<file path="config.mk">
export PLATFORM = sky130hd
export DESIGN_NAME = extint_ctrl
export DESIGN_NICKNAME = d
export VERILOG_FILES = /design/src/rtl/extint_pkg.sv /design/src/rtl/extint_sync.sv /design/src/rtl/extint_pin.sv /design/src/rtl/extint_regs.sv /design/src/rtl/extint_ctrl.sv
export SDC_FILE = /design/constraint.sdc
export NUM_CORES = 1
export LEC_CHECK = 0
export BUFFER_PORTS_ARGS = -buffer_cell sky130_fd_sc_hd__buf_2
export CAP_MARGIN = 20
export CELL_PAD_IN_SITES_DETAIL_PLACEMENT = 0
export CELL_PAD_IN_SITES_GLOBAL_PLACEMENT = 1
export CORE_MARGIN = 1.5
export CORE_UTILIZATION = 38
export DETAILED_ROUTE_END_ITERATION = 16
export HOLD_SLACK_MARGIN = 0.05
export PLACE_DENSITY_LB_ADDON = 0.08
export SLEW_MARGIN = 25
export SYNTH_ARGS = -nofsm -noshare
export SYNTH_HDL_FRONTEND = slang
export SYNTH_SLANG_ARGS = --single-unit
</file>
<file path="constraint.sdc">
create_clock -name clk -period 1.55 [get_ports clk]
set_input_delay 0.155 -clock clk [delete_from_list [all_inputs] [get_ports clk]]
set_output_delay 0.155 -clock clk [all_outputs]
set_load 0.005 [all_outputs]
</file>
<file path="src/rtl/extint_pkg.sv">
package extint_pkg;
    localparam int CTRL_W    = 4;
    localparam int BIT_IN_EN = 3;
    localparam int BIT_POL   = 2;
    localparam int BIT_BOTH  = 1;
    localparam int BIT_AUX   = 0;

    typedef enum logic {
        FLAG_IDLE = 1'b0,
        FLAG_PEND = 1'b1
    } flag_state_t;
endpackage

</file>
<file path="src/rtl/extint_sync.sv">
module extint_sync #(
    parameter int STAGES = 2
) (
    input  logic clk,
    input  logic rst_n,
    input  logic d_i,
    output logic q_o
);
    logic [STAGES-1:0] chain_q;

    always_ff @(posedge clk or negedge rst_n) begin
        if (!rst_n) chain_q <= '0;
        else        chain_q <= {chain_q[STAGES-2:0], d_i};
    end

    assign q_o = chain_q[STAGES-1];
endmodule

</file>
<file path="src/rtl/extint_pin.sv">
module extint_pin
    import extint_pkg::*;
(
    input  logic              clk,
    input  logic              rst_n,
    input  logic              pin_s_i,
    input  logic [CTRL_W-1:0] ctrl_i,
    input  logic              clr_i,
    output logic              act_o,
    output logic              edge_o,
    output logic              flag_o
);
    logic        act_q;
    flag_state_t state_q, state_d;

    // active level: gated input, inverted when polarity selects low
    assign act_o = ctrl_i[BIT_IN_EN] & (pin_s_i ~^ ctrl_i[BIT_POL]);

    always_ff @(posedge clk or negedge rst_n) begin
        if (!rst_n) act_q <= 1'b0;
        else        act_q <= act_o;
    end

    assign edge_o = ctrl_i[BIT_BOTH] ? (act_o ^ act_q) : (act_o & ~act_q);

    // state register
    always_ff @(posedge clk or negedge rst_n) begin
        if (!rst_n) state_q <= FLAG_IDLE;
        else        state_q <= state_d;
    end

    // next state: SET on edge, CLEAR on clear without edge, else HOLD
    always_comb begin
        state_d = state_q;
        unique case (state_q)
            FLAG_IDLE: if (edge_o)           state_d = FLAG_PEND;
            FLAG_PEND: if (clr_i && !edge_o) state_d = FLAG_IDLE;
        endcase
    end

    // outputs
    always_comb begin
        flag_o = (state_q == FLAG_PEND);
    end
endmodule

</file>
<file path="src/rtl/extint_regs.sv">
module extint_regs
    import extint_pkg::*;
#(
    parameter int NUM_PINS = 2,
    parameter int SEL_W    = 2
) (
    input  logic                             clk,
    input  logic                             rst_n,
    input  logic                             wr_en_i,
    input  logic [SEL_W-1:0]                 wr_sel_i,
    input  logic [CTRL_W-1:0]                wr_data_i,
    input  logic                             backup_i,
    input  logic [SEL_W-1:0]                 rd_sel_i,
    output logic [NUM_PINS-1:0][CTRL_W-1:0]  ctrl_o,
    output logic [NUM_PINS-1:0]              ie_o,
    output logic [CTRL_W-1:0]                rd_data_o
);
    localparam logic [SEL_W-1:0] IE_SEL = SEL_W'(NUM_PINS);

    for (genvar p = 0; p < NUM_PINS; p++) begin : g_ctrl
        always_ff @(posedge clk or negedge rst_n) begin
            if (!rst_n)
                ctrl_o[p] <= '0;
            else if (wr_en_i && wr_sel_i == SEL_W'(p))
                ctrl_o[p] <= wr_data_i;
        end
    end

    always_ff @(posedge clk or negedge rst_n) begin
        if (!rst_n)
            ie_o <= '0;
        else if (backup_i)
            ie_o <= '0;
        else if (wr_en_i && wr_sel_i == IE_SEL)
            ie_o <= wr_data_i[NUM_PINS-1:0];
    end

    always_comb begin
        rd_data_o = '0;
        for (int p = 0; p < NUM_PINS; p++) begin
            if (rd_sel_i == SEL_W'(p)) rd_data_o = ctrl_o[p];
        end
        if (rd_sel_i == IE_SEL) rd_data_o[NUM_PINS-1:0] = ie_o;
    end
endmodule

</file>
<file path="src/rtl/extint_ctrl.sv">
module extint_ctrl
    import extint_pkg::*;
#(
    parameter int NUM_PINS    = 2,
    parameter int SYNC_STAGES = 2,
    parameter int SEL_W       = $clog2(NUM_PINS + 1),
    parameter int PIN_W       = (NUM_PINS > 1) ? $clog2(NUM_PINS) : 1
) (
    input  logic                 clk,
    input  logic                 rst_n,
    input  logic [NUM_PINS-1:0]  pin_i,
    input  logic                 backup_i,
    input  logic                 wr_en_i,
    input  logic [SEL_W-1:0]     wr_sel_i,
    input  logic [CTRL_W-1:0]    wr_data_i,
    input  logic [SEL_W-1:0]     rd_sel_i,
    output logic [CTRL_W-1:0]    rd_data_o,
    input  logic                 skip_req_i,
    input  logic [PIN_W-1:0]     skip_sel_i,
    output logic                 skip_o,
    input  logic [NUM_PINS-1:0]  ack_i,
    output logic [NUM_PINS-1:0]  irq_o,
    output logic                 wake_o,
    output logic                 tmr1_gate_o
);
    logic [NUM_PINS-1:0][CTRL_W-1:0] ctrl_w;
    logic [NUM_PINS-1:0]             ie_w;
    logic [NUM_PINS-1:0]             sync_w;
    logic [NUM_PINS-1:0]             act_w;
    logic [NUM_PINS-1:0]             edge_w;
    logic [NUM_PINS-1:0]             flag_w;
    logic [NUM_PINS-1:0]             clr_w;

    extint_regs #(
        .NUM_PINS (NUM_PINS),
        .SEL_W    (SEL_W)
    ) regs_i (
        .clk       (clk),
        .rst_n     (rst_n),
        .wr_en_i   (wr_en_i),
        .wr_sel_i  (wr_sel_i),
        .wr_data_i (wr_data_i),
        .backup_i  (backup_i),
        .rd_sel_i  (rd_sel_i),
        .ctrl_o    (ctrl_w),
        .ie_o      (ie_w),
        .rd_data_o (rd_data_o)
    );

    // skip test valid only for a disabled interrupt with a pending flag
    assign skip_o = skip_req_i & ~ie_w[skip_sel_i] & flag_w[skip_sel_i];

    for (genvar p = 0; p < NUM_PINS; p++) begin : g_pin
        extint_sync #(.STAGES(SYNC_STAGES)) sync_i (
            .clk   (clk),
            .rst_n (rst_n),
            .d_i   (pin_i[p]),
            .q_o   (sync_w[p])
        );

        assign clr_w[p] = (skip_o && skip_sel_i == PIN_W'(p))
                        | (ack_i[p] & ie_w[p] & flag_w[p]);

        extint_pin pin_u (
            .clk     (clk),
            .rst_n   (rst_n),
            .pin_s_i (sync_w[p]),
            .ctrl_i  (ctrl_w[p]),
            .clr_i   (clr_w[p]),
            .act_o   (act_w[p]),
            .edge_o  (edge_w[p]),
            .flag_o  (flag_w[p])
        );
    end

    assign irq_o       = flag_w & ie_w;
    assign wake_o      = |act_w;
    assign tmr1_gate_o = ctrl_w[0][BIT_AUX];
endmodule

</file>
Word-level counts from Yosys, hierarchy flattened

Index checks and enable logic that the tools add are counted.

$add $sub $neg: 0
$mul: 0
Divide/modulo/power cells: 0
Magnitude comparators: 1
Equal/unequal tests: 4
Shifts and indexed selects: 0
Multiplexer cells: 17
Bitwise gates (word level): 23
Reduce and logical (&&, ||, !) cells: 13

Operators by type and width:

| cell               | number |
|---|---|
| $and 1x1->1        | 10 |
| $mux 1             | 10 |
| $mux 4             | 2 |
| $logic_and 1x1->1  | 7 |
| $mux 2             | 3 |
| $not 1->1          | 6 |
| $eq 2x1->1 const B | 2 |
| $eq 2x2->1 const B | 2 |
| $logic_not 2->1    | 2 |
| $pmux 1 s2         | 2 |
| $and 2x2->2        | 1 |
| $logic_not 1->1    | 2 |
| $lt 1x2->1 const B | 1 |
| $or 1x1->1         | 2 |
| $reduce_bool 2->1  | 1 |
| $reduce_or 2->1    | 1 |
| $xnor 1x1->1       | 2 |
| $xor 1x1->1        | 2 |

Flip-flop bits (word level): 18
Latch bits: 0
RAM bits: 0
Bits in read-only memories: 0
Input port bits: 18
Output and inout port bits: 9
Logic and storage cells: 67
Memories kept: 0

Logic depth before layout (Yosys ltp)

Gate-level depths: netlist of run 1.

Depth in word-level cells: 10
Mapped depth: 5
Gate-level depth less buffers: 5

Hierarchy

Synthesis of run 1 repeated with hierarchy kept, for this count alone.

Cell total of the unflattened synthesis: 71
Area total of the unflattened synthesis: 873.3 um^2

By module, submodules not included:

| module      | times used | cells an instance | area each (um^2) | seq. area each (um^2) |
|---|---|---|---|---|
| extint_regs | 1          | 36                | 493.0            | 250.2 |
| extint_pin  | 2          | 11                | 108.9            | 50.0 |
| extint_sync | 2          | 2                 | 50.0             | 50.0 |
| extint_ctrl | 1          | 9                 | 62.6             | 0.0 |

Worst setup path before layout of run 1

Ideal clock, no wire load.

Path type: register -> register
Start point: register regs_i.ctrl_o[6] in the netlist's numbering
End point: register g_pin[1].pin_u.state_q
Library setup time: 121 ps
Arrival time: 1291 ps
Required time: 1429 ps
Slack: 138 ps
Cell stages (with the launch flop): 6
Buffers on the path: 0
Period minus slack after synthesis: 1412 ps
Cells stage by stage: dfrtp_1 xnor2_1 and2_1 ha_1 or2_2 a22o_1

Longest elaborated chain between the ends: 8

Ends and longest elaborated chain:

| item                                       | line              | source |
|---|---|---|
| from (decl)                                | extint_regs.sv:14 | `output logic [NUM_PINS-1:0][CTRL_W-1:0] ctrl_o,` |
| from (signal, indexed assignment)          | extint_regs.sv:25 | `ctrl_o[p] <= wr_data_i;` |
| $xnor 1x1->1 *                             | extint_pin.sv:17  | `assign act_o = ctrl_i[BIT_IN_EN] & (pin_s_i ~^ ctrl_i[BIT_POL]);` |
| $and 1x1->1 *                              | extint_pin.sv:17  |  |
| named net g_pin[1].pin_u.act_o             | extint_pin.sv:9   | `output logic act_o,` |
| $and 1x1->1 or $xor 1x1->1 (tied branches) | extint_pin.sv:24  | `assign edge_o = ctrl_i[BIT_BOTH] ? (act_o ^ act_q) : (act_o & ~act_q);` |
| $mux 1 *                                   | extint_pin.sv:24  |  |
| $logic_not 1->1                            | extint_pin.sv:37  | `FLAG_PEND: if (clr_i && !edge_o) state_d = FLAG_IDLE;` |
| $logic_and 1x1->1                          | extint_pin.sv:37  |  |
| $mux 1                                     | extint_pin.sv:37  |  |
| $pmux 1 s2 *                               | extint_pin.sv:35  | `unique case (state_q)` |
| named net g_pin[1].pin_u.state_d           | extint_pin.sv:14  | `flag_state_t state_q, state_d;` |
| to (signal assigned)                       | extint_pin.sv:29  | `else state_q <= state_d;` |
| to (decl)                                  | extint_pin.sv:14  |  |

The timed path passes the listed nets; every way through them passes the cells marked *.
A chain may end at the register's enable or synchronous reset.

Worst setup path in the final report of run 1

Same ends and word-level chain as after synthesis.

==> load_flow_metrics.sql, run 1 <==
INSERT INTO impl_metrics (metric_group, metric, value, unit) VALUES
('floorplanning', 'io_pins', '27', ''),
('sta', 'min_period_over_period', '94.8', '%'),
('critical_path', 'cp-end-kind', 'flip-flop', ''),
('placement', 'io_buffers', '26', ''),
('clock_tree', 'ctsHtreeMaxLevel', '1', ''),
('power', 'p_leak', '0.534', 'nW'),
('placement', 'place_congestion', '0.631', ''),
('power', 'pwr_density_cell', '1040', 'nW/um^2'),
('power', 'irDropWorstVdd', '578', 'uV'),
('clock_tree', 'ctsLongestPathBuffers', '2', ''),
('global_route', 'global_route_wire_length_before_repair', '2.58', 'mm'),
('yosys', 'yosysWarnings', '0', ''),
('finish', 'area_growth_syn_to_layout', '26.8', '%'),
('clock_tree', 'cts_tree', 'done', ''),
('placement', 'hpwlAfterDp', '1.21', 'mm'),
('global_route', 'maximum_number_of_pins_on_one_net_before_global_route_repair', '19', ''),
('placement', 'placement.setup.worst_slack', '0.0864', 'ns'),
('yosys', 'synth_fp_nets', '89', ''),
('finish', 'layout-drive-gt1-share', '42.2', '%'),
('finish', 'n_antenna_cell', '0', ''),
('yosys', 'ys.flop_type', 'dfrtp_1', ''),
('yosys', 'ys_ff_latch', '18', ''),
('critical_path', 'worstSetupPathType', 'flip-flop to flip-flop', ''),
('floorplanning', 'die-area', '2600', 'um^2'),
('floorplanning', 'die-width', '51.0', 'um'),
('critical_path', 'worst-path-max-fanout', '3', ''),
('floorplanning', 'core', '2190', 'um^2'),
('sta', 'max_slew.worst_pin.slew', '0.390', 'ns'),
('finish', 'postLayoutCoreUtil', '50.6', '%'),
('sta', 'final_critical_path_setup_slack', '0.0812', 'ns'),
('critical_path', 'required', '1.74', 'ns'),
('yosys', 'synth_async_reset_ratio', '100', '%'),
('global_route', 'overflow', '0', ''),
('detailed_routing', 'drc', '0', ''),
('yosys', 'synth-edff-count', '0', ''),
('outcome', 'run_status', 'finished clean', ''),
('yosys', 'synth_cell_type_count', '24', ''),
('detailed_routing', 'route.vias.total', '607', ''),
('sta', 'fin_worst_skew', '0.00184', 'ns'),
('global_route', 'number_of_global_route_vias_before_repair', '595', ''),
('floorplanning', 'core.rowCount', '17', ''),
('detailed_routing', 'detail_route.iter0.violations', '10', ''),
('yosys', 'mean_instance_size_in_the_synthesized_netlist', '12.7', 'um^2'),
('detailed_routing', 'viasPerCell', '4.67', ''),
('worst_hold_path', 'timing.hold.worst.class', 'primary input to flip-flop', ''),
('sta', 'fin_crit', '1.47', 'ns'),
('sta', 'timing.setup.tns', '0', 'ns'),
('floorplanning', 'die_height', '51.0', 'um'),
('finish', 'most-common-layout-cells', 'buf_2, dfrtp_1, mux2_2, mux2i_1, and2_1', ''),
('detailed_routing', 'ant_nets', '0', ''),
('finish', 'num-fill-cells', '207', ''),
('detailed_routing', 'finalWirelength', '1.56', 'mm'),
('detailed_routing', 'drt_pre_antenna_iters', '3', ''),
('job', 'max-cap-violations', '0', ''),
('sta', 'final-max-slew-violation-count', '0', ''),
('clock_tree', 'clk_root_buffer_cell', 'clkbuf_4', ''),
('sta', 'setup_viol_count_final', '0', ''),
('yosys', 'synth_seq_area_share', '51.5', '%'),
('placement', 'placed_cell_area', '1040', 'um^2'),
('placement', 'placed_cells_incl_taps', '123', ''),
('clock_tree', 'insertion_delay', '0.29', 'ns'),
('global_route', 'antenna_found_initial', '0', ''),
('critical_path', 'timing.critical_path.from_type', 'flip-flop', ''),
('detailed_routing', 'wirelength_per_cell', '12.0', 'um'),
('yosys', 'synth_area', '875', 'um^2'),
('finish', 'final_design_area_no_fill', '1110', 'um^2'),
('clock_tree', 'cts.sink_count', '18', ''),
('critical_path', 'cp.arrival', '1.65', 'ns'),
('clock_tree', 'worst_setup_hold_path_clk_slew', '0.10', 'ns'),
('global_route', 'gr-usage-all-layers', '13.9', '%'),
('finish', 'instances_no_fill', '130', ''),
('floorplanning', 'initial_core_util', '39.9', '%'),
('sta', 'timing.fmax', '0.681', 'GHz'),
('finish', 'design.final.nets', '123', ''),
('sta', 'timing_hold_violations_final', '0', ''),
('sta', 'timing.max_slew.rel_slack', '74.0', '%'),
('yosys', 'syn_inst', '69', ''),
('sta', 'setup_repair_after_global_routing_missed_its_margin', 'false', ''),
('finish', 'commonest_non_fill_non_tap_cell_in_the_layout', 'buf_2', ''),
('clock_tree', 'cts_made_buffers', '3', '');
-- per-stage QoR --
stage               power, mW  hold slack [ns]
global route             1.24           0.0993
floorplan               0.777           -0.141
CTS                      1.18            0.101
detailed placement      0.885            0.109
global placement        0.879            0.105
finish                   1.16            0.111
-- registers in the layout, summed over array words and instances, names as in the netlist --
name,cells
g_pin.pin_u.flag_o,2
g_pin.sync_i.chain_q,4
regs_i.ctrl_o,8
regs_i.ie_o,2
g_pin.pin_u.act_q,2
-- cells in the mapped netlist (2+ instances only) --
master     instances  area, um^2
and2_1             5        31.3
xnor2_1            2        17.5
o2bb2ai_1          2        17.5
nand2b_1           3        18.8
a22o_1             2        17.5
inv_1              2        7.51
nand3b_1           3        22.5
ha_1               2        25.0
a21boi_0           2        15.0
dfrtp_1           18         450
nor2_1             3        11.3
mux2i_1            6        60.1
mux2_2             8        90.1
-- repair_timing --
item	CTS	global route
gates resized for setup	0	1
endpoints found under the hold margin	20	0
setup buffers	0	0
hold buffers	3	0
endpoints found under the setup margin	0	1
-- cells by family (layout without fill, tap and decap cells) --
| kind of cell | count (synthesis) | count (layout) | share of synthesized area (%) |
|---|---|---|---|
| buf+inv | 3 | 36 | 1.43 |
| fa+ha+maj | 2 | 2 | 2.86 |
| xor+xnor | 2 | 2 | 2.00 |
| flops | 18 | 18 | 51.5 |
| mux | 14 | 14 | 17.2 |
| simple gates | 22 | 22 | 17.5 |
| compound gates | 8 | 8 | 7.58 |
-- worst paths after layout --
path                                                 start                    endpoint  slack [ns]  depth (start not counted)
worst min register to register  g_pin[0].sync_i.chain_q[0]  g_pin[0].sync_i.chain_q[1]        0.36                          0
worst min-delay path                          wr_data_i[3]            regs_i.ctrl_o[7]        0.11                          2
min in group asynchronous                            rst_n            regs_i.ctrl_o[7]        0.31                          2
max in group asynchronous                            rst_n            regs_i.ctrl_o[0]        0.96                          2
worst max-delay path                      regs_i.ctrl_o[6]       g_pin[1].pin_u.flag_o        0.08                          5
worst max register to register            regs_i.ctrl_o[6]       g_pin[1].pin_u.flag_o        0.08                          5
-- metal layers --
| layer | GRT usage, % | up-vias | share of wire [%] |
|---|---|---|---|
| met5 | 0 | - | 0 |
| met4 | 9.46 | 0 | 1.1 |
| met3 | 2.63 | 2 | 5.0 |
| met2 | 21.6 | 19 | 46 |
| met1 | 17.4 | 273 | 48 |
| li1 | - | 313 | - |
-- cell type report --
class / instances / area (um^2) / share of cell area, %
Clock buffer: 4 / 36.3 / 3.27
Inverter: 2 / 7.51 / 0.677
Multi-Input combinational cell: 48 / 412 / 37.1
Sequential cell: 18 / 450 / 40.6
Tap cell: 28 / 35.0 / 3.16
Timing Repair Buffer: 30 / 168 / 15.1
-- critical path: stages, from the launching register on --
cell	delay [ns]
dfrtp_1	0.41
xnor2_1	0.14
and2_1	0.17
ha_1	0.16
or2_2	0.28
a22o_1	0.20
-- power by group --
part           internal [mW]  switching [mW]
sequential             0.545          0.0502
clock                  0.143           0.140
combinational          0.170           0.110
total                  0.857           0.300
Power figures use the tool's default switching activity.
==> run 2: changes to the inputs <==
- CELL_PAD_IN_SITES_DETAIL_PLACEMENT: 0 -> default
- CELL_PAD_IN_SITES_GLOBAL_PLACEMENT: 1 -> default
- CORE_UTILIZATION: 38 -> 35
==> run 2 against run 1 <==
  * Total power up 1.0%
  * Routed wire length rose by 1.2%
  * Flip-flop and latch count unchanged
  * Clock power up 4%
  * Setup slack improved by 0.0040 ns
  * Non-clock buffer count up 1
  * Design area grew 0.68%
  * Global-route usage rose by 0.26 points
  * Sequential share of layout area decreased by 0.27 points
  * Register-to-register slack about the same
==> load_flow_metrics.sql, run 2 (synthesis gave the netlist of run 1 again) <==
INSERT INTO impl_metrics (metric_group, metric, value, unit) VALUES
('power', 'irDropWorstVdd', '511', 'uV'),
('power', 'p_leak', '0.539', 'nW'),
('critical_path', 'slowest_delay', '0.41', 'ns'),
('floorplanning', 'core.rowCount', '17', ''),
('detailed_routing', 'drt_pre_antenna_iters', '4', ''),
('clock_tree', 'cts_made_buffers', '3', ''),
('detailed_routing', 'finalWirelength', '1.58', 'mm'),
('sta', 'setup_repair_after_global_routing_missed_its_margin', 'false', ''),
('power', 'netSwitchingFraction', '26.6', '%'),
('floorplanning', 'die-area', '2810', 'um^2'),
('power', 'clkPwrFrac', '25.1', '%'),
('detailed_routing', 'detail_route.iter0.violations', '5', ''),
('outcome', 'run_status', 'finished clean', ''),
('finish', 'largest_register_by_flop_count', 'regs_i.ctrl_o', ''),
('critical_path', 'required', '1.75', 'ns'),
('power', 'pwr_density_cell', '1050', 'nW/um^2'),
('critical_path', 'critical-path-slowest-cell', 'dfrtp_1', ''),
('critical_path', 'worstSetupPathType', 'flip-flop to flip-flop', ''),
('critical_path', 'reg2reg_slack', '0.09', 'ns'),
('critical_path', 'cp.arrival', '1.66', 'ns'),
('sta', 'min_period_over_period', '94.5', '%'),
('sta', 'fin_crit', '1.46', 'ns'),
('sta', 'timing.fmax', '0.683', 'GHz'),
('sta', 'setup_viol_count_final', '0', ''),
('finish', 'num-fill-cells', '208', ''),
('worst_hold_path', 'timing.hold.worst.class', 'primary input to flip-flop', ''),
('detailed_routing', 'route.vias.total', '616', ''),
('floorplanning', 'initial_core_util', '38.4', '%'),
('placement', 'io_buffers', '26', ''),
('clock_tree', 'clk_root_buffer_cell', 'clkbuf_4', ''),
('clock_tree', 'worst_setup_hold_path_clk_slew', '0.10', 'ns'),
('clock_tree', 'cts.sink_count', '18', ''),
('clock_tree', 'ctsHtreeMaxLevel', '1', ''),
('global_route', 'gr-usage-all-layers', '14.1', '%'),
('sta', 'final_critical_path_setup_slack', '0.0853', 'ns'),
('detailed_routing', 'viasPerCell', '4.70', ''),
('detailed_routing', 'drc', '0', ''),
('floorplanning', 'core', '2280', 'um^2'),
('clock_tree', 'insertion_delay', '0.30', 'ns'),
('placement', 'hpwlAfterDp', '1.20', 'mm'),
('finish', 'instances_no_fill', '131', ''),
('sta', 'timing_hold_violations_final', '0', ''),
('sta', 'timing.setup.tns', '0', 'ns'),
('finish', 'most-common-layout-cells', 'buf_2, dfrtp_1, mux2_2, mux2i_1, and2_1', ''),
('global_route', 'antenna_found_initial', '0', ''),
('finish', 'largest_register_ffs', '8', ''),
('floorplanning', 'io_pins', '27', ''),
('global_route', 'overflow', '0', ''),
('global_route', 'number_of_global_route_vias_before_repair', '612', ''),
('sta', 'timing.max_slew.rel_slack', '74.0', '%'),
('clock_tree', 'cts_tree', 'done', ''),
('finish', 'biggestRegsByFlops', 'regs_i.ctrl_o x8, g_pin.sync_i.chain_q x4', ''),
('power', 'intPower', '0.859', 'mW'),
('critical_path', 'worst-path-max-fanout', '3', ''),
('critical_path', 'cp-end-kind', 'flip-flop', ''),
('critical_path', 'worst_path_cell_trace', 'xnor2_1 > and2_1 > ha_1 > or2_2 > a22o_1', ''),
('floorplanning', 'die_height', '53.0', 'um'),
('power', 'pwr-share-comb', '24.1', '%'),
('detailed_routing', 'ant_nets', '0', ''),
('sta', 'fin_worst_skew', '0.00236', 'ns'),
('placement', 'placement.setup.worst_slack', '0.0898', 'ns'),
('finish', 'n_antenna_cell', '0', ''),
('placement', 'placed_cells_incl_taps', '123', ''),
('finish', 'design.final.nets', '124', ''),
('power', 'p_sw', '0.311', 'mW'),
('global_route', 'global_route_wire_length_before_repair', '2.69', 'mm'),
('floorplanning', 'die-width', '53.0', 'um'),
('placement', 'place_congestion', '0.653', ''),
('sta', 'timing.hold.ws', '0.0975', 'ns'),
('critical_path', 'timing.critical_path.from_type', 'flip-flop', ''),
('finish', 'area_growth_syn_to_layout', '27.6', '%'),
('clock_tree', 'ctsLongestPathBuffers', '2', ''),
('finish', 'commonest_non_fill_non_tap_cell_in_the_layout', 'buf_2', ''),
('sta', 'max_slew.worst_pin.slew', '0.390', 'ns'),
('sta', 'final-max-slew-violation-count', '0', ''),
('power', 'p_seq_share', '50.7', '%'),
('global_route', 'maximum_number_of_pins_on_one_net_before_global_route_repair', '19', ''),
('job', 'max-cap-violations', '0', ''),
('finish', 'layout-drive-gt1-share', '42.7', '%'),
('detailed_routing', 'wirelength_per_cell', '12.1', 'um');
## run 2: changes by cell type in the layout (fill, tap and decap cells not counted)
cell	change
buf_4	+1
## run 2: path summary, 6_finish.rpt
| path | cells past startpoint | end | start |
|---|---|---|---|
| max in group asynchronous | 2 | regs_i.ctrl_o[6] | rst_n |
| min in group asynchronous | 2 | regs_i.ie_o[0] | rst_n |
| min | 2 | regs_i.ctrl_o[6] | wr_data_i[2] |
| max reg2reg | 5 | g_pin[1].pin_u.flag_o | regs_i.ctrl_o[6] |
| max | 5 | g_pin[1].pin_u.flag_o | regs_i.ctrl_o[6] |
| min reg2reg | 0 | g_pin[0].sync_i.chain_q[1] | g_pin[0].sync_i.chain_q[0] |
## run 2: final cells by class
cell class	count	area, um^2	share of cell area (%)
well taps	28	35.0	3.14
multi-input cells	48	412	36.9
clock buffers	4	36.3	3.25
inverters	2	7.51	0.673
flip-flops and latches	18	450	40.4
repair buffers	31	175	15.7
## run 2: metrics by stage
step | power (mW) | instance area [um^2] | utilization (%)
after global routing | 1.26 | 1120 | 49.0
after CTS | 1.19 | 1110 | 48.7
after detailed placement | 0.885 | 1040 | 45.8
after global placement | 0.880 | 1040 | 45.8
final | 1.17 | 1120 | 49.0
after floorplan | 0.777 | 875 | -
## run 2: layer usage
layer | vias to the layer above | global-route usage (%) | part of all wire (%)
li1 | 309 | - | -
met1 | 284 | 17.9 | 45
met2 | 20 | 21.5 | 48
met3 | 3 | 3.39 | 5.1
met4 | 0 | 8.97 | 2.2
met5 | - | 0 | 0
## run 2: repair_timing
item | in CTS | in global routing
endpoints found under the setup margin | 0 | 1
hold endpoints to repair | 20 | 0
buffers inserted | 0 | 1
resized for setup | 0 | 1
hold buffers | 3 | 0
## run 2: critical path, delay by kind of cell, from the launching register on
family | cells | cell delay [ns]
and+or+nand+nor | 2 | 0.45
DFF | 1 | 0.41
AOI/OAI and AO/OA | 1 | 0.19
adders and majority gates | 1 | 0.17
xor gates and xnor gates | 1 | 0.14
## run 2: power by group through the flow
stage	Sequential, mW	Combinational, mW	Clock (mW)
6_report	0.593	0.282	0.294
5_1_grt	0.605	0.321	0.336
4_1_cts	0.594	0.287	0.309
3_5_place_dp	0.604	0.282	0
3_3_place_gp	0.603	0.277	0
2_1_floorplan	0.592	0.185	0
==> run 3: changes to the inputs <==
- CORE_UTILIZATION: 35 -> 49
- SETUP_SLACK_MARGIN: default -> 0.4
==> run 3 against run 2 <==
  * First-iteration DRC count fell by 100%
  * Routed wire length rose by 2.4%
  * Critical path depth fell by 2
  * Register-to-register slack improved by 0.11 ns
  * Combinational power rose by 39%
  * Via count rose by 7.6%
  * Sequential power barely moved
  * Die area fell by 27%
  * Setup slack improved by 0.051 ns
  * Worst hold slack improved by 0.0083 ns
  * Clock skew rose by 0.0022 ns
  * Global-route usage rose by 4.3 points
  * Critical path type is now flip-flop to primary output
==> load_flow_metrics.sql, run 3 (synthesis gave the netlist of run 1 again) <==
INSERT INTO impl_metrics (metric_group, metric, value, unit) VALUES
('outcome', 'run_status', 'finished clean', ''),
('global_route', 'maximum_number_of_pins_on_one_net_before_global_route_repair', '19', ''),
('critical_path', 'endpoint', 'skip_o', ''),
('finish', 'multi_input_area', '453', 'um^2'),
('sta', 'fin_crit', '1.41', 'ns'),
('sta', 'timing.fmax', '0.707', 'GHz'),
('job', 'max-cap-violations', '0', ''),
('critical_path', 'reg2reg_from', 'regs_i.ctrl_o[6]', ''),
('critical_path', 'required', '1.39', 'ns'),
('finish', 'largest_register_ffs', '8', ''),
('placement', 'placed_cell_area', '1040', 'um^2'),
('floorplanning', 'core', '1710', 'um^2'),
('floorplanning', 'core.rowCount', '15', ''),
('global_route', 'number_of_global_route_vias_before_repair', '600', ''),
('clock_tree', 'insertion_delay', '0.29', 'ns'),
('critical_path', 'slowest_delay', '0.39', 'ns'),
('sta', 'timing.setup.tns', '0', 'ns'),
('critical_path', 'worstSetupPathDepth', '3', ''),
('floorplanning', 'die-width', '45.2', 'um'),
('finish', 'final_design_area_no_fill', '1220', 'um^2'),
('placement', 'hpwlAfterDp', '1.19', 'mm'),
('critical_path', 'ff2ff_path_depth', '5', ''),
('clock_tree', 'worst_setup_hold_path_clk_slew', '0.10', 'ns'),
('critical_path', 'reg2reg_slack', '0.20', 'ns'),
('worst_hold_path', 'timing.hold.worst.class', 'primary input to flip-flop', ''),
('clock_tree', 'clk_root_buffer_cell', 'clkbuf_4', ''),
('finish', 'largest_register_by_flop_count', 'regs_i.ctrl_o', ''),
('finish', 'biggestRegsByFlops', 'regs_i.ctrl_o x8, g_pin.sync_i.chain_q x4', ''),
('critical_path', 'critical_path_buf_inv_count', '1', ''),
('sta', 'timing_hold_violations_final', '0', ''),
('clock_tree', 'ctsHtreeMaxLevel', '1', ''),
('sta', 'fin_worst_skew', '0.00458', 'ns'),
('detailed_routing', 'drt_pre_antenna_iters', '1', ''),
('floorplanning', 'die-area', '2050', 'um^2'),
('sta', 'final_critical_path_setup_slack', '0.136', 'ns'),
('finish', 'num-fill-cells', '144', ''),
('clock_tree', 'cts_made_buffers', '3', ''),
('finish', 'design.final.nets', '131', ''),
('critical_path', 'worstSetupPathType', 'flip-flop to primary output', ''),
('finish', 'n_antenna_cell', '0', ''),
('placement', 'io_buffers', '26', ''),
('critical_path', 'cp-end-kind', 'primary output', ''),
('clock_tree', 'ctsLongestPathBuffers', '2', ''),
('critical_path', 'cp.arrival', '1.26', 'ns'),
('floorplanning', 'io_pins', '27', ''),
('detailed_routing', 'route.vias.total', '663', ''),
('critical_path', 'critical_path.top_delay_family', 'flip-flops', ''),
('global_route', 'overflow', '0', ''),
('power', 'irDropWorstVdd', '789', 'uV'),
('global_route', 'gr-usage-all-layers', '18.4', '%'),
('clock_tree', 'cts_tree', 'done', ''),
('finish', 'area_growth_syn_to_layout', '39.2', '%'),
('global_route', 'global_route_wire_length_before_repair', '2.62', 'mm'),
('detailed_routing', 'finalWirelength', '1.62', 'mm'),
('detailed_routing', 'wirelength_per_cell', '12.0', 'um'),
('critical_path', 'worst-path-max-fanout', '2', ''),
('critical_path', 'critical-path-slowest-cell', 'dfrtp_1', ''),
('clock_tree', 'cts.sink_count', '18', ''),
('detailed_routing', 'viasPerCell', '4.91', ''),
('detailed_routing', 'ant_nets', '0', ''),
('power', 'p_leak', '0.590', 'nW'),
('finish', 'ff_latch_area', '452', 'um^2'),
('sta', 'setup_viol_count_final', '0', ''),
('sta', 'setup_repair_after_global_routing_missed_its_margin', 'true', ''),
('finish', 'most-common-layout-cells', 'buf_2, dfrtp_1, mux2_2, buf_4, mux2i_1', ''),
('finish', 'commonest_non_fill_non_tap_cell_in_the_layout', 'buf_2', ''),
('detailed_routing', 'detail_route.iter0.violations', '0', ''),
('critical_path', 'timing.critical_path.from_type', 'flip-flop', ''),
('sta', 'min_period_over_period', '91.2', '%'),
('floorplanning', 'die_height', '45.2', 'um'),
('global_route', 'antenna_found_initial', '0', ''),
('finish', 'layout-drive-gt1-share', '54.5', '%'),
('critical_path', 'startpoint', 'regs_i.ie_o[0]', ''),
('critical_path', 'worst_path_cell_trace', 'or3b_1 > a21boi_1 > buf_2', ''),
('detailed_routing', 'drc', '0', ''),
('placement', 'placement.setup.worst_slack', '0.182', 'ns'),
('sta', 'max_slew.worst_pin.slew', '0.397', 'ns'),
('floorplanning', 'initial_core_util', '51.2', '%'),
('placement', 'place_congestion', '0.666', ''),
('sta', 'final-max-slew-violation-count', '0', ''),
('critical_path', 'timing.rr.end', 'g_pin[1].pin_u.flag_o', ''),
('power', 'pwr_density_cell', '1040', 'nW/um^2'),
('sta', 'timing.max_slew.rel_slack', '73.5', '%');
-- run 3: cell count changes in the layout (fill, tap and decap cells not counted), sizes merged --
cell	before	now
buf	28	35
-- run 3: worst register-to-register path, cell delays in order (launching register included) --
cell	delay, ns
dfrtp_1	0.41
xnor2_1	0.14
and2_4	0.14
ha_2	0.16
or2_4	0.21
a22o_1	0.17
-- run 3: routing by layer --
layer | global-route usage, % | vias to the layer above | share of wire (%)
met3 | 2.40 | 2 | 3.8
met1 | 22.1 | 312 | 43
li1 | - | 328 | -
met2 | 33.1 | 21 | 51
met4 | 7.06 | 0 | 1.4
met5 | 0 | - | 0
-- run 3: repair_timing --
| item | 4_1_cts | 5_1_grt |
|---|---|---|
| endpoints found under the setup margin | 10 | 10 |
| resized for setup | 7 | 4 |
| hold buffers | 3 | 0 |
| buffers inserted | 6 | 3 |
| pin swaps | 8 | 3 |
| hold endpoints to repair | 20 | 0 |
-- run 3: through the flow --
stage | util [%] | hold slack, ns | cells | power (mW)
finish | 71.3 | 0.106 | 135 | 1.27
global route | 71.3 | 0.0958 | 135 | 1.35
CTS | 69.2 | 0.0879 | 132 | 1.27
detailed placement | 60.7 | 0.105 | 119 | 0.892
global placement | 60.7 | 0.102 | 119 | 0.879
floorplan | - | -0.141 | 69 | 0.783
-- run 3: worst min-delay path by stage --
stage	depth (start not counted)	slack [ns]	start	endpoint
after floorplan	0	-0.14	rst_n	g_pin[0].pin_u.act_q
after global placement	1	0.10	rst_n	g_pin[0].pin_u.flag_o
after detailed placement	1	0.11	rst_n	g_pin[0].pin_u.flag_o
after CTS	2	0.09	wr_data_i[2]	regs_i.ctrl_o[6]
after global routing	2	0.1	wr_data_i[2]	regs_i.ctrl_o[6]
final	2	0.11	wr_data_i[2]	regs_i.ctrl_o[6]
-- run 3: power by group --
part,switching (mW),internal (mW)
Clock,0.137,0.143
Sequential,0.0491,0.545
Combinational,0.143,0.251
Total,0.328,0.939
-- run 3: area by class of cell --
class	instances	area share, %
Clock buffer	4	2.98
Inverter	2	0.617
Multi-Input combinational cell	48	37.2
Sequential cell	18	37.1
Tap cell	25	2.57
Timing Repair Buffer	38	19.5
